**config.mk**
```make
export PLATFORM = sky130hd
export DESIGN_NAME = pb_xfer_irq
export DESIGN_NICKNAME = d
export VERILOG_FILES = /design/src/rtl/pb_xfer_pkg.sv /design/src/rtl/pb_fmt_decode.sv /design/src/rtl/pb_byte_counter.sv /design/src/rtl/pb_xfer_irq.sv
export SDC_FILE = /design/constraint.sdc
export NUM_CORES = 1
export LEC_CHECK = 0
export CAP_MARGIN = 20
export CORE_MARGIN = 2
export CORE_UTILIZATION = 55
export CTS_BUF_LIST = sky130_fd_sc_hd__clkbuf_8
export DETAILED_ROUTE_END_ITERATION = 6
export GPL_ROUTABILITY_DRIVEN = 0
export PLACE_DENSITY = 0.81
export SYNTH_ARGS = -nofsm -noshare
export SYNTH_HDL_FRONTEND = slang
export SYNTH_SLANG_ARGS = --single-unit
```
**constraint.sdc**
```tcl
create_clock -name clk -period 4.1 [get_ports clk]
set_input_delay 0.82 -clock clk [delete_from_list [all_inputs] [get_ports clk]]
set_output_delay 0.82 -clock clk [all_outputs]
set_load 0.01 [all_outputs]
```
**src/rtl/pb_xfer_pkg.sv**
```systemverilog
package pb_xfer_pkg;
  localparam int MAX_SHIFT = 2;

  typedef enum logic [2:0] {
    FMT_U8    = 3'd0,
    FMT_ULAW  = 3'd1,
    FMT_S16LE = 3'd2,
    FMT_ALAW  = 3'd3,
    FMT_RSV4  = 3'd4,
    FMT_ADPCM = 3'd5,
    FMT_S16BE = 3'd6,
    FMT_RSV7  = 3'd7
  } pb_fmt_e;

  // bytes per sample as a power of two
  function automatic logic [1:0] byte_shift(pb_fmt_e f, logic stereo);
    logic [1:0] s;
    case (f)
      FMT_S16LE, FMT_S16BE: s = 2'd1 + {1'b0, stereo};
      default:              s = {1'b0, stereo};
    endcase
    return s;
  endfunction

  function automatic logic fmt_legal(pb_fmt_e f);
    return !(f == FMT_RSV4 || f == FMT_ADPCM || f == FMT_RSV7);
  endfunction
endpackage

```
**src/rtl/pb_fmt_decode.sv**
```systemverilog
module pb_fmt_decode
  import pb_xfer_pkg::*;
(
  input  logic [7:0] fmt_cfg,
  input  logic       ext_mode,
  output logic       cfg_ok,
  output logic [1:0] shift
);
  pb_fmt_e    code;
  logic [2:0] rate_idx;
  logic       rate_bad;

  always_comb begin
    code     = ext_mode ? pb_fmt_e'(fmt_cfg[7:5]) : pb_fmt_e'({1'b0, fmt_cfg[6:5]});
    rate_idx = fmt_cfg[3:1];
    rate_bad = !fmt_cfg[0] && (rate_idx == 3'd4 || rate_idx == 3'd5);
    cfg_ok   = fmt_legal(code) && !rate_bad;
    shift    = byte_shift(code, fmt_cfg[4]);
  end
endmodule

```
**src/rtl/pb_byte_counter.sv**
```systemverilog
module pb_byte_counter #(
  parameter int TERM_W = 18
) (
  input  logic              clk,
  input  logic              rst,
  input  logic              restart,
  input  logic              step,
  input  logic [TERM_W-1:0] term,
  output logic              hit
);
  logic [TERM_W-1:0] cnt_q;
  logic [TERM_W-1:0] cnt_nxt;

  assign cnt_nxt = cnt_q + TERM_W'(1);
  assign hit     = step && !restart && (cnt_nxt == term);

  always_ff @(posedge clk) begin
    if (rst || restart)
      cnt_q <= '0;
    else if (step)
      cnt_q <= hit ? '0 : cnt_nxt;
  end
endmodule

```
**src/rtl/pb_xfer_irq.sv**
```systemverilog
module pb_xfer_irq
  import pb_xfer_pkg::*;
#(
  parameter int HALF_W = 8
) (
  input  logic              clk,
  input  logic              rst,
  input  logic [HALF_W-1:0] base_hi,
  input  logic [HALF_W-1:0] base_lo,
  input  logic [7:0]        fmt_cfg,
  input  logic              ext_mode,
  input  logic              play_en,
  input  logic              irq_en,
  input  logic              xfer_stb,
  input  logic              irq_clr,
  output logic              dma_req,
  output logic              pi_set,
  output logic              irq
);
  localparam int CNT_W  = 2 * HALF_W;
  localparam int TERM_W = CNT_W + MAX_SHIFT;

  logic              cfg_ok;
  logic [1:0]        shift;
  logic [TERM_W-1:0] term;
  logic              stall;
  logic              run_q;
  logic              start;
  logic              step;
  logic              hit;

  pb_fmt_decode u_dec (
    .fmt_cfg (fmt_cfg),
    .ext_mode(ext_mode),
    .cfg_ok  (cfg_ok),
    .shift   (shift)
  );

  assign term  = TERM_W'({base_hi, base_lo}) << shift;
  assign stall = irq_en && (term == '0);
  assign start = play_en && !run_q;
  assign step  = xfer_stb && irq_en && dma_req;

  pb_byte_counter #(.TERM_W(TERM_W)) u_cnt (
    .clk    (clk),
    .rst    (rst),
    .restart(start),
    .step   (step),
    .term   (term),
    .hit    (hit)
  );

  always_ff @(posedge clk) begin
    if (rst) begin
      run_q   <= 1'b0;
      dma_req <= 1'b0;
      pi_set  <= 1'b0;
      irq     <= 1'b0;
    end else begin
      run_q   <= play_en;
      dma_req <= play_en && cfg_ok && !stall;
      pi_set  <= hit;
      if (hit)
        irq <= 1'b1;
      else if (irq_clr)
        irq <= 1'b0;
    end
  end
endmodule

```
==> flow_summary.ini <==
[floorplanning]
start_util_pct = 57.81
rows = 22
num_io_pins = 34
fp.dieH_um = 66.50
die_w_um = 66.50
die-area_sq_um = 4422
core_sq_um = 3716

[drt]
num_vias = 1954
drt_iter0_markers = 90
wl_um = 4957
vias_per_cell = 5.976
drc = 0
routedWlPerCell_um = 15.16
first_pass_iters = 4
antenna_left = 0

[pwr]
vdd_drop_max_v = 0.0002599
switchingPower_uw = 156.6
power_frac_seq_pct = 36.7
power_frac_comb_pct = 27.2
swShare_pct = 26.65
p_int_uw = 430.9
p_per_area_nw_per_um2 = 228.7
p_clk_share_pct = 36.1
p_leak_nw = 0.8204

[global_route]
antenna_found_initial = 0
grt_pass1_wl_um = 8431
grt_pass1_vias = 1769
grt_max_degree = 18
grt.total_usage_pct = 24.97
grt_overflow = 0

[final_layout]
antennaDiodeCount = 0
nets = 313
layout-drive-gt1-share_pct = 12.90
final_area_sq_um = 2569
fin_cells = 327
syn_to_final_growth_pct = 19.57

[timing]
min_period_over_period_pct = 87.88
finalSetupTns_ps = 0
skew_ps = 5.588
rsz0062_at_grt = no
drv_slew = 0
setup-violations-final = 0
hold_ws_ps = 490.7
finalHoldViolations = 0
tightest_slew_ps = 651.7
setup_slack_ps = 496.9
max_slew_margin_pct = 56.15
finalCriticalPeriod_ps = 3603
fmaxAchievable_mhz = 277.5

[flow_run]
max_cap_viol_count = 0

[yosys]
yosysUniqueCellTypes = 52
synth-edff-count = 0
synth.top_cells.by_count = xnor2_1 (29), dfxtp_1 (22), nand2_1 (19)
synth.avg_cell_area_sq_um = 8.559
synth_top_cell_by_area = dfxtp_1
synth.most_common_cell = xnor2_1
synth_top_area_share_pct = 20.50
ys_seq_area_share_pct = 20.50
synthFlopType = dfxtp_1
synth.cell_area_sq_um = 2148
synthesis.nets = 284
yosysWarnings = 0
synth.top_cells.by_area = dfxtp_1 (21%), xnor2_1 (12%), mux4_2 (7.3%), mux2i_1 (6.1%), xor2_1 (5.3%)
ys_seq_elements = 22
synthArstFlopShare_pct = 0
syn_inst = 251

[clock_network]
cts_buffers = 3
cts_hold_buf = 0
clk_pin_slew_worst_paths_ps = 90
clkLatencyLatePin_ps = 280
clock_path_buffers = 2
cts_root_buffer = clkbuf_8
clock_sinks = 22
postCtsSetupRepairBufs = 0
cts_tree = done
htreeDepth = 1
cts_resized = 0

[hold_path]
hp-class = flop to flop
whs_path_depth = 2

[critical_path]
rr_endpoint = u_cnt.cnt_q[0]$_SDFFE_PP0P_
cp_data_arrival_time_ps = 3770
critical_path.startpoint = fmt_cfg[6]
crit_required_ps = 4270
reg2reg_depth = 8
cp_max_fo = 17
crit_slowest_cell = mux4_2
r2r_start = u_cnt.cnt_q[2]$_SDFFE_PP0P_
critPathMostFrequentCell = o31ai_1
slowest_delay_ps = 540
path_class = primary input to flop
endpoint_kind = flop
endpoint = u_cnt.cnt_q[0]$_SDFFE_PP0P_
reg2reg_slack_ps = 1170
crit_chain = clkdlybuf4s50_1 -> nor2b_1 -> ha_1 -> buf_4 -> mux4_2 -> xnor2_1 -> o31ai_1 -> nand4_1 -> and4bb_1 -> buf_12 -> o31ai_1
critPathLaunchType = primary input

[place]
dp_hpwl_um = 3937
dp_slack_ps = 209.7
io_buffers = 32
place_inst = 323
placed_area_sq_um = 2497

[outcome]
outcome = complete, no violations
-- registers in the layout, summed over array words and instances (netlist names) --
signal / count
dma_req: 1
irq: 1
pi_set: 1
run_q: 1
u_cnt.cnt_q: 18
-- power by group through the flow --
stage	Combinational, mW	Clock (mW)	Sequential, mW
finish	0.160	0.212	0.215
global route	0.173	0.219	0.216
CTS	0.159	0.214	0.215
detailed placement	0.159	0	0.220
global placement	0.156	0	0.220
floorplan	0.102	0	0.221
-- kinds of logic after synthesis --
family,share of synthesized area [%]
and+or+nand+nor,32.09
xor gates and xnor gates,17.12
AOI/OAI and AO/OA,9.319
buffers and inverters,5.882
DFF,20.50
muxes,13.92
adders and majority gates,1.165
-- layout by cell type (no fill, tap or decap), types with 3 or more instances in the layout --
| cell type | synthesis | final |
|---|---|---|
| o31ai_1 | 3 | 3 |
| nand2b_1 | 4 | 4 |
| nor3_2 | 9 | 9 |
| dfxtp_1 | 22 | 22 |
| o21ai_0 | 7 | 7 |
| clkdlybuf4s50_1 | 0 | 32 |
| nand2_1 | 19 | 19 |
| clkbuf_8 | 0 | 3 |
| nor3b_1 | 3 | 3 |
| and3_1 | 4 | 4 |
| nor4_1 | 8 | 8 |
| nand3b_1 | 4 | 4 |
| inv_1 | 6 | 6 |
| a21oi_1 | 6 | 6 |
| mux2i_1 | 13 | 13 |
| nand3_1 | 8 | 8 |
| xor2_1 | 13 | 13 |
| nor2_1 | 12 | 12 |
| buf_4 | 3 | 7 |
| nor2b_1 | 5 | 5 |
| mux4_2 | 7 | 7 |
| xnor2_1 | 29 | 29 |
| nor3_1 | 18 | 18 |
| nand4_1 | 5 | 5 |
-- routing by layer --
metal	wire [um]	track usage [%]
met1	2334	33.09
met2	2315	41.50
met3	189	2.872
met4	118	9.439
met5	0	0
-- metrics by stage --
stage                     power [mW]  util, %
after floorplan               0.3224        -
after global placement        0.3766    67.21
after detailed placement      0.3794    67.21
after CTS                     0.5885    69.12
after global routing          0.6073    69.12
final                         0.5874    69.12
-- area by class of cell --
cell class,instances,area [sq um]
flip-flops and latches,22,440.4
clock buffers,3,41.29
repair buffers,40,392.9
fillers,313,1147
multi-input cells,207,1582
inverters,6,22.52
clock inverters,1,30.03
well taps,48,60.06
-- worst max-delay path, delay by kind of cell --
family | cells | cell delay (ps)
adder cells (fa/ha/maj) | 1 | 340
AO/OA/AOI/OAI | 2 | 410
multiplexers | 1 | 540
XOR/XNOR | 1 | 160
AND/OR/NAND/NOR | 3 | 680
buffers and inverters | 3 | 790
-- worst min-delay path by stage --
| stage | startpoint | end |
|---|---|---|
| 2_1_floorplan | u_cnt.cnt_q[1]$_SDFFE_PP0P_ | u_cnt.cnt_q[1]$_SDFFE_PP0P_ |
| 3_3_place_gp | u_cnt.cnt_q[1]$_SDFFE_PP0P_ | u_cnt.cnt_q[1]$_SDFFE_PP0P_ |
| 3_5_place_dp | u_cnt.cnt_q[1]$_SDFFE_PP0P_ | u_cnt.cnt_q[1]$_SDFFE_PP0P_ |
| 4_1_cts | u_cnt.cnt_q[1]$_SDFFE_PP0P_ | u_cnt.cnt_q[1]$_SDFFE_PP0P_ |
| 5_1_grt | u_cnt.cnt_q[1]$_SDFFE_PP0P_ | u_cnt.cnt_q[1]$_SDFFE_PP0P_ |
| 6_report | u_cnt.cnt_q[1]$_SDFFE_PP0P_ | u_cnt.cnt_q[1]$_SDFFE_PP0P_ |
Power figures use the tool's default switching activity.
